## config.mk

```make
export PLATFORM = sky130hd
export DESIGN_NAME = tile_pixel_decoder
export DESIGN_NICKNAME = d
export VERILOG_FILES = /design/src/rtl/tile_pkg.sv /design/src/rtl/tile_entry_decode.sv /design/src/rtl/tile_pixel_select.sv /design/src/rtl/tile_beat_seq.sv /design/src/rtl/tile_pixel_decoder.sv
export SDC_FILE = /design/constraint.sdc
export NUM_CORES = 1
export LEC_CHECK = 0
export BUFFER_PORTS_ARGS = -buffer_cell sky130_fd_sc_hd__clkbuf_2
export CORE_MARGIN = 3
export CORE_UTILIZATION = 45
export CTS_CLUSTER_SIZE = 24
export DETAILED_ROUTE_END_ITERATION = 12
export PLACE_DENSITY = 0.72
export SLEW_MARGIN = 20
export SYNTH_ARGS = -nofsm -noshare
export SYNTH_HDL_FRONTEND = slang
export SYNTH_SLANG_ARGS = --single-unit
```

## constraint.sdc

```tcl
create_clock -name clk -period 6.7 [get_ports clk]
set_input_delay 2.01 -clock clk [delete_from_list [all_inputs] [get_ports clk]]
set_output_delay 2.01 -clock clk [all_outputs]
set_load 0.005 [all_outputs]
```

## src/rtl/tile_pkg.sv

```systemverilog
package tile_pkg;

  localparam int ENTRY_W     = 16;
  localparam int GLYPH_IDX_W = 10;
  localparam int COLOR_W     = 4;
  localparam int INDEX_W     = 8;

  typedef enum logic [1:0] {
    MODE_TEXT1 = 2'd0,
    MODE_TILE4 = 2'd1,
    MODE_TILE8 = 2'd2,
    MODE_TILE8B = 2'd3
  } tile_mode_e;

  // Fields that shape the colour of each pixel, held for the whole cell
  typedef struct packed {
    logic               hmir;
    logic [COLOR_W-1:0] bank;
    logic [COLOR_W-1:0] fg;
    logic [COLOR_W-1:0] bg;
  } tile_paint_t;

endpackage

```

## src/rtl/tile_entry_decode.sv

```systemverilog
module tile_entry_decode
  import tile_pkg::*;
#(
  parameter int ROW_W = 4
) (
  input  logic [ENTRY_W-1:0]     entry,
  input  tile_mode_e             mode,
  input  logic [ROW_W-1:0]       row,
  input  logic [ROW_W-1:0]       height_m1,
  output tile_paint_t            paint,
  output logic [GLYPH_IDX_W-1:0] glyph_idx,
  output logic [ROW_W-1:0]       glyph_row
);

  logic vmir;

  always_comb begin
    paint = '0;
    vmir  = 1'b0;
    if (mode == MODE_TEXT1) begin
      glyph_idx = {2'b00, entry[7:0]};
      paint.fg  = entry[11:8];
      paint.bg  = entry[15:12];
    end else begin
      glyph_idx  = entry[9:0];
      paint.hmir = entry[10];
      paint.bank = entry[15:12];
      // vertical flip only takes effect at 4 bits per pixel
      vmir = (mode == MODE_TILE4) && entry[11];
    end
    glyph_row = vmir ? (height_m1 - row) : row;
  end

endmodule

```

## src/rtl/tile_pixel_select.sv

```systemverilog
module tile_pixel_select
  import tile_pkg::*;
#(
  parameter int CELL_PIX = 8,
  localparam int POS_W   = $clog2(CELL_PIX),
  localparam int GLYPH_W = CELL_PIX * 8
) (
  input  logic [GLYPH_W-1:0] glyph,
  input  tile_mode_e         mode,
  input  tile_paint_t        paint,
  input  logic [POS_W-1:0]   pos,
  output logic [INDEX_W-1:0] index
);

  logic [CELL_PIX-1:0] bit1;
  logic [3:0]          nib4 [CELL_PIX];
  logic [7:0]          byte8[CELL_PIX];

  // leftmost pixel sits in the most significant slice at every depth
  for (genvar i = 0; i < CELL_PIX; i++) begin : g_slice
    assign bit1[i]  = glyph[CELL_PIX-1-i];
    assign nib4[i]  = glyph[4*CELL_PIX-1-4*i -: 4];
    assign byte8[i] = glyph[8*CELL_PIX-1-8*i -: 8];
  end

  logic [POS_W-1:0] col;

  always_comb begin
    col = paint.hmir ? POS_W'(CELL_PIX - 1 - int'(pos)) : pos;
    unique case (mode)
      MODE_TEXT1: index = {4'h0, bit1[pos] ? paint.fg : paint.bg};
      MODE_TILE4: index = {paint.bank, nib4[col]};
      default:    index = byte8[col] ^ {paint.bank, 4'h0};
    endcase
  end

endmodule

```

## src/rtl/tile_beat_seq.sv

```systemverilog
module tile_beat_seq #(
  parameter int CELL_PIX = 8,
  parameter int REP_W    = 2,
  parameter int SCROLL_W = 5,
  localparam int POS_W   = $clog2(CELL_PIX),
  localparam int BEAT_W  = POS_W + REP_W + 1
) (
  input  logic                clk,
  input  logic                rst,
  input  logic                load,
  input  logic                first,
  input  logic [SCROLL_W-1:0] scroll,
  input  logic [REP_W-1:0]    rep,
  input  logic                adv,
  output logic                busy,
  output logic                last,
  output logic [POS_W-1:0]    pos
);

  logic [REP_W-1:0] sub, rep_q;
  logic [POS_W-1:0] start_pos;
  logic [REP_W-1:0] start_sub;
  logic [BEAT_W-1:0] skip;

  always_comb begin
    int f_i, tot_i, skip_i;
    f_i    = int'(rep) + 1;
    tot_i  = CELL_PIX * f_i;
    skip_i = 0;
    if (first) skip_i = (int'(scroll) > tot_i - 1) ? tot_i - 1 : int'(scroll);
    skip      = BEAT_W'(skip_i);
    start_pos = '0;
    for (int k = 0; k < CELL_PIX; k++) begin
      if (skip_i >= k * f_i) start_pos = POS_W'(k);
    end
    start_sub = REP_W'(skip_i - int'(start_pos) * f_i);
  end

  assign last = busy && (pos == POS_W'(CELL_PIX - 1)) && (sub == rep_q);

  always_ff @(posedge clk) begin
    if (rst) begin
      busy  <= 1'b0;
      pos   <= '0;
      sub   <= '0;
      rep_q <= '0;
    end else if (load) begin
      busy  <= 1'b1;
      pos   <= start_pos;
      sub   <= start_sub;
      rep_q <= rep;
    end else if (adv) begin
      if (last) begin
        busy <= 1'b0;
      end else if (sub == rep_q) begin
        sub <= '0;
        pos <= pos + 1'b1;
      end else begin
        sub <= sub + 1'b1;
      end
    end
  end

  // repeat counter stays inside the replication window
  assert_sub_range_R8: assert property (@(posedge clk) disable iff (rst)
    busy |-> (sub <= rep_q));

  // independent tally of beats sent for the cell in flight
  logic [BEAT_W:0]   beat_cnt;
  logic [BEAT_W-1:0] skip_q;
  always_ff @(posedge clk) begin
    if (rst) begin
      beat_cnt <= '0;
      skip_q   <= '0;
    end else if (load) begin
      beat_cnt <= '0;
      skip_q   <= skip;
    end else if (adv) begin
      beat_cnt <= beat_cnt + 1'b1;
    end
  end

  assert_beat_total_R9: assert property (@(posedge clk) disable iff (rst)
    (adv && last) |-> (int'(beat_cnt) + 1 + int'(skip_q) == CELL_PIX * (int'(rep_q) + 1)));

endmodule

```

## src/rtl/tile_pixel_decoder.sv

```systemverilog
module tile_pixel_decoder
  import tile_pkg::*;
#(
  parameter int CELL_PIX = 8,
  parameter int ROW_W    = 4,
  parameter int REP_W    = 2,
  parameter int SCROLL_W = 5,
  localparam int POS_W   = $clog2(CELL_PIX),
  localparam int GLYPH_W = CELL_PIX * 8
) (
  input  logic                   clk,
  input  logic                   rst,
  input  logic [1:0]             mode,
  input  logic [REP_W-1:0]       rep,
  input  logic [SCROLL_W-1:0]    fine_scroll,
  input  logic [ROW_W-1:0]       cell_height,
  input  logic [ROW_W-1:0]       cell_row,
  output logic [GLYPH_IDX_W-1:0] fetch_glyph,
  output logic [ROW_W-1:0]       fetch_row,
  input  logic                   cell_valid,
  output logic                   cell_ready,
  input  logic                   cell_first,
  input  logic [ENTRY_W-1:0]     cell_entry,
  input  logic [GLYPH_W-1:0]     cell_glyph,
  output logic                   pix_valid,
  input  logic                   pix_ready,
  output logic [INDEX_W-1:0]     pix_index
);

  tile_mode_e       mode_in, mode_q;
  tile_paint_t      paint_in, paint_q;
  logic [GLYPH_W-1:0] glyph_q;
  logic             busy, last, load, adv;
  logic [POS_W-1:0] pos;

  assign mode_in = tile_mode_e'(mode);

  tile_entry_decode #(.ROW_W(ROW_W)) u_decode (
    .entry(cell_entry), .mode(mode_in), .row(cell_row), .height_m1(cell_height),
    .paint(paint_in), .glyph_idx(fetch_glyph), .glyph_row(fetch_row)
  );

  assign pix_valid  = busy;
  assign adv        = pix_valid && pix_ready;
  assign cell_ready = !busy || (pix_ready && last);
  assign load       = cell_valid && cell_ready;

  always_ff @(posedge clk) begin
    if (rst) begin
      mode_q  <= MODE_TEXT1;
      paint_q <= '0;
      glyph_q <= '0;
    end else if (load) begin
      mode_q  <= mode_in;
      paint_q <= paint_in;
      glyph_q <= cell_glyph;
    end
  end

  tile_beat_seq #(.CELL_PIX(CELL_PIX), .REP_W(REP_W), .SCROLL_W(SCROLL_W)) u_seq (
    .clk(clk), .rst(rst), .load(load), .first(cell_first), .scroll(fine_scroll),
    .rep(rep), .adv(adv), .busy(busy), .last(last), .pos(pos)
  );

  tile_pixel_select #(.CELL_PIX(CELL_PIX)) u_select (
    .glyph(glyph_q), .mode(mode_q), .paint(paint_q), .pos(pos), .index(pix_index)
  );

  assert_reset_idle_R1: assert property (@(posedge clk) disable iff (rst)
    $past(rst) |-> (!pix_valid && cell_ready));

  assert_hold_R2: assert property (@(posedge clk) disable iff (rst)
    (pix_valid && !pix_ready) |=> (pix_valid && $stable(pix_index)));

  assert_text_upper_R3: assert property (@(posedge clk) disable iff (rst)
    (pix_valid && mode_q == MODE_TEXT1) |-> (pix_index[7:4] == 4'h0));

  assert_bank_upper_R4: assert property (@(posedge clk) disable iff (rst)
    (pix_valid && mode_q == MODE_TILE4) |-> (pix_index[7:4] == paint_q.bank));

endmodule

```

Word-level counts from Yosys, hierarchy flattened
Index checks and enable logic that the tools add are counted.
{"block": "word_totals", "register_bits": 87, "latch_bits": 0, "mem_bits_rw": 0, "romBits": 0, "n_memories": 0}
{"block": "op_classes", "n_addsub": 7, "mul": 5, "n_div": 0, "n_lt_le_gt_ge": 10, "n_eq_ne": 5, "shifts": 0, "mux": 36, "bitwise": 2, "reduce_logical": 16}
{"cell": "$ge 32x32->1", "count": 4}
{"cell": "$mul 4x32->32 const A", "count": 2}
{"cell": "$mux 32", "count": 2}
{"cell": "$ge 32x4->1", "count": 1}
{"cell": "$ge 32x5->1", "count": 1}
{"cell": "$ge 32x6->1", "count": 1}
{"cell": "$gt 6x32->1", "count": 1}
{"cell": "$mul 3x32->31 const A", "count": 1}
{"cell": "$mul 3x32->32 const A", "count": 1}
{"cell": "$mul 4x32->2", "count": 1}
{"cell": "$sub 32x2->32 const B", "count": 1}
{"cell": "$mux 3", "count": 9}
{"cell": "$bmux 8 s3", "count": 1}
{"cell": "$mux 8", "count": 3}
{"cell": "$mux 4", "count": 4}
{"cell": "$pmux 8 s2", "count": 1}
{"cell": "$bmux 4 s3", "count": 1}
{"cell": "$mux 2", "count": 6}
{"cell": "$mux 10", "count": 1}
{"cell": "$xor 8x8->8", "count": 1}
{"cell": "$logic_and 1x1->1", "count": 6}
{"cell": "$mux 1", "count": 6}
{"cell": "$reduce_bool 2->1", "count": 3}
{"cell": "$mux 5", "count": 1}
{"cell": "other kinds (19)", "count": 22}

Logic depth before layout (Yosys ltp)
{"block": "logic_depth", "depth_word": 16, "depth_mapped": 24, "ltp_nobuf": 22}

Hierarchy
Synthesis repeated with hierarchy kept, for this count alone.
{"block": "unflattened", "cells_unflattened": 834, "hier_area_um2": 7583.5}
{"mod": "tile_pixel_decoder", "instances": 1, "cells_per_inst": 346, "area_per_inst_um2": 3636.0}
{"mod": "tile_pixel_select", "instances": 1, "cells_per_inst": 272, "area_per_inst_um2": 2100.8}
{"mod": "tile_beat_seq", "instances": 1, "cells_per_inst": 169, "area_per_inst_um2": 1500.2}
{"mod": "tile_entry_decode", "instances": 1, "cells_per_inst": 47, "area_per_inst_um2": 346.6}

Least setup slack after synthesis
OpenSTA, ideal clock, no wires.
{"block": "synth_timing", "kind": "input to register", "start": "in rep[0]", "end": "reg u_seq.sub[0]", "setup_ps": 130, "t_arrival_ps": 6607, "slack_ps": -37, "cell_stages": 24, "path_buffers": 2, "path_cell_list": "clkbuf_1 > inv_1 > ha_1 > buf_2 > xor2_1 > inv_1 > ha_1 > a21o_1 > o21a_1 > mux2i_1 > nor2b_1 > ha_1 > nand2_1 > o21ai_0 > a21boi_0 > nor3_1 > nor3_1 > a211oi_4 > and2_1 > ha_1 > xor2_1 > xnor2_1 > a22oi_1 > nor3_1"}
{"block": "synth_between", "elab_chain_len": 16, "elab_cells_between_ends": 26, "cone_classes": "3 x add/sub; 5 x mul; 8 x order compare; 10 x mux"}
{"item": "start: declaration", "line_no": "tile_pixel_decoder.sv:14", "text": "input logic [REP_W-1:0] rep,"}
{"item": "$add 2x1->3 *", "line_no": "tile_beat_seq.sv:27", "text": "f_i = int'(rep) + 1;"}
{"item": "$sub 32x2->32", "line_no": "tile_beat_seq.sv:30", "text": "if (first) skip_i = (int'(scroll) > tot_i - 1) ? tot_i - 1 : int'(scroll);"}
{"item": "$gt 6x32->1", "line_no": "tile_beat_seq.sv:30"}
{"item": "$mux 32 (2 in a row)", "line_no": "tile_beat_seq.sv:30"}
{"item": "$ge 32x4->1", "line_no": "tile_beat_seq.sv:34", "text": "if (skip_i >= k * f_i) start_pos = POS_W'(k);"}
{"item": "$mux 1", "line_no": "tile_beat_seq.sv:34"}
{"item": "$mux 2 (2 in a row)", "line_no": "tile_beat_seq.sv:34"}
{"item": "$mux 3 (4 in a row)", "line_no": "tile_beat_seq.sv:34"}
{"item": "$mul 4x32->2", "line_no": "tile_beat_seq.sv:36", "text": "start_sub = REP_W'(skip_i - int'(start_pos) * f_i);"}
{"item": "$sub 2x2->2 *", "line_no": "tile_beat_seq.sv:36"}
{"item": "$mux 2 *", "line_no": "tile_beat_seq.sv:47", "text": "end else if (load) begin"}
{"item": "end signal: assignment", "line_no": "tile_beat_seq.sv:50", "text": "sub <= start_sub;"}
{"item": "end signal: assignment", "line_no": "tile_beat_seq.sv:59", "text": "sub <= sub + 1'b1;"}
{"item": "end: declaration", "line_no": "tile_beat_seq.sv:20", "text": "logic [REP_W-1:0] sub, rep_q;"}
Every way passes the cells marked *; elsewhere a longest branch is shown, timed or not.
A chain may end at the register's enable or synchronous reset.

Worst setup path after layout
{"block": "layout_timing", "start": "in rep[1]", "end": "reg u_seq.sub[0]"}
Same word-level chain as after synthesis.

==> out/qor.txt <==
synthesis warning total = 0
Die Y = 115.2 um
first-pass GRT wire length = 22.58 mm
routability cong. = 0.8721
remaining global-route overflow = 0
H-tree depth = 3
Core Region = 11560 um^2
post-CTS resize count = 0
post-DR vias/cell = 5.407
vias in the first global route = 4765
clk root buf = clkbuf_16
Critical Path Fanout Max = 5
Detailed Place HPWL = 10.36 mm
worst hold path type = flip-flop to flip-flop
endpoint class of the critical path = flip-flop
Worst-Margin Slew = 855.1 ps
final WL = 13.71 mm
antenna violations before repair = 0
f_max = 164.8 MHz
Pins Over Slew Limit = 0
Worst setup SP type = primary input
largest net degree at the start of global routing = 87
TNS Setup = 0 ps
drc violations = 0
CTS Buf Count = 9
max cap viols = 0
Reg2Reg Depth = 8
Final Hold Vio Count = 0
hold path depth = 2
Setup violations, final = 0
headroom to the max-slew limit = 43.00%
Post-Syn Area = 5370 um^2
most frequent cells in the layout = nand2_1, clkbuf_2, a21oi_1
Inserted Diodes = 0
ratio of cells with drive above 1 in the final layout = 24.93%
hold-fix buffers at CTS = 0
worst path required time = 6880 ps
ys async rst share = 0%
nets@finish = 886
RSZ-0062 raised after global routing = no
Skew-Pair Late Insertion Delay = 340 ps
Top FF cell, synth = dfxtp_1
Leakage = 2.675 nW
I/O pins = 126
post-CTS setup buffer count = 0
EDFF count, synth = 0
setup slack after layout = 632.1 ps
commonest non-fill, non-tap cell in the layout = nand2_1
Clock Skews = 8.990 ps
CTS tree = done
status = completed
die width = 115.2 um
starting density of the core = 46.44%
crit path time final = 6068 ps
Rows = 39
area delta synth->final = 18.87%
final cycle utilization of the critical path = 90.57%
Critical Path AT = 6250 ps
Place WS = 314.6 ps
syn avg cell area = 8.161 um^2
Clock Pin Slew Worst Setup and Hold Paths = 70 ps
clock sinks = 87
number of buffers added on ports = 109
Power Density = 244.3 nW/um^2
peak supply drop = 0.0001278 V
DR vias = 4850
DR iter-0 viols = 242
Die ar. = 13280 um^2
DR WL/cell = 15.29 um
Distinct cells, synth = 53
Setup Crit Path Kind = primary input to flip-flop
fill count = 1043
drt pass-1 iters = 6
Post-DRT Antenna Nets = 0
sequential cell area fraction in the yosys report = 32.43%
total track usage = 21.10%
#FFs+latches synth = 87
Clock Tree Buf Depth = 2
Mapped Cells = 658
synth_stat cells (3+ instances only):
master	instances	share of area (%)
xor2_1	6	0.98
mux2_2	4	0.84
mux2i_1	12	2.2
xnor2_1	11	1.8
clkbuf_1	36	2.5
nand2_1	180	13
nand2b_1	8	0.93
o211ai_1	7	0.98
buf_2	4	0.37
nor2_1	17	1.2
ha_1	34	7.9
a21oi_1	97	9.0
o22ai_1	4	0.47
dfxtp_1	87	32
mux4_2	26	11
nor3_1	9	0.84
and2_1	4	0.47
o21ai_1	9	0.84
a211o_1	3	0.49
nand3_1	16	1.5
o21ai_0	8	0.75
a21o_1	3	0.42
buf_4	8	1.1
inv_1	23	1.6
nor2b_1	4	0.47
a31oi_1	3	0.35
final timing paths:
check / startpoint / to / slack [ps]
min reg2reg: glyph_q[32]$_SDFFE_PP0P_ / glyph_q[32]$_SDFFE_PP0P_ / 460
max reg2reg: u_seq.pos[0]$_SDFFE_PP0P_ / glyph_q[31]$_SDFFE_PP0P_ / 3990
min: glyph_q[32]$_SDFFE_PP0P_ / glyph_q[32]$_SDFFE_PP0P_ / 460
max: rep[1] / u_seq.sub[0]$_SDFFE_PP0P_ / 630
per-layer routing:
metal	vias to the layer above	part of all wire [%]	global-route usage [%]
met5	-	0	0
met4	0	1.3	6.182
met3	16	4.6	3.053
met2	123	51	36.54
met1	2260	44	27.36
li1	2451	-	-
where the power goes:
part | internal, mW | switching, mW
Clock | 0.369 | 0.213
Combinational | 0.188 | 0.214
Sequential | 0.548 | 0.0279
logic make-up after synthesis:
group | Yosys count | share of synthesized area [%]
AND/OR/NAND/NOR | 245 | 18.85
AO/OA/AOI/OAI | 154 | 17.03
flip-flops | 87 | 32.43
buffers and inverters | 74 | 5.965
multiplexers | 42 | 13.98
adder cells (fa/ha/maj) | 38 | 8.900
XOR/XNOR | 17 | 2.773
other | 1 | 0.06983
sequential cells by signal, indices dropped and copies added (netlist names):
register / cells
glyph_q: 64
mode_q: 2
paint_q: 13
u_seq.busy: 1
u_seq.pos: 3
u_seq.rep_q: 2
u_seq.sub: 2
cell type report:
cell class / instances / area [um^2] / share of cell area [%]
Multi-Input combinational cell: 500 / 3344 / 52.39
Clock buffer: 9 / 225.2 / 3.528
Tap cell: 143 / 178.9 / 2.803
Timing Repair Buffer: 126 / 673.1 / 10.54
Clock inverter: 7 / 126.4 / 1.980
Inverter: 25 / 93.84 / 1.470
Sequential cell: 87 / 1742 / 27.28
stage by stage:
step	cell area, um^2	power [mW]	utilization, %	cells	hold WS [ps]
2_1_floorplan	5384	0.8719	-	661	428.4
3_3_place_gp	6032	0.9767	52.16	881	434.3
3_5_place_dp	6032	0.9887	52.16	881	445.9
4_1_cts	6384	1.572	55.20	897	457.4
5_1_grt	6384	1.641	55.20	897	466.1
6_report	6384	1.560	55.20	897	456.2
worst max-delay path, cell delays in order:
cell and delay, ps:
clkbuf_2 140, inv_1 80, ha_1 320, xor2_1 200
inv_1 100, ha_1 370, a21o_1 170, o21a_1 180
mux2i_1 220, nor2b_2 80, ha_1 190, nor3_1 230
o21ai_0 120, a211oi_1 310, nor3_1 120, nor3_1 330
a211oi_4 110, and2_1 170, ha_1 280, xor2_1 180
xnor2_1 130, a22oi_1 140, nor3_1 60
(Power assumes the default switching activity.)
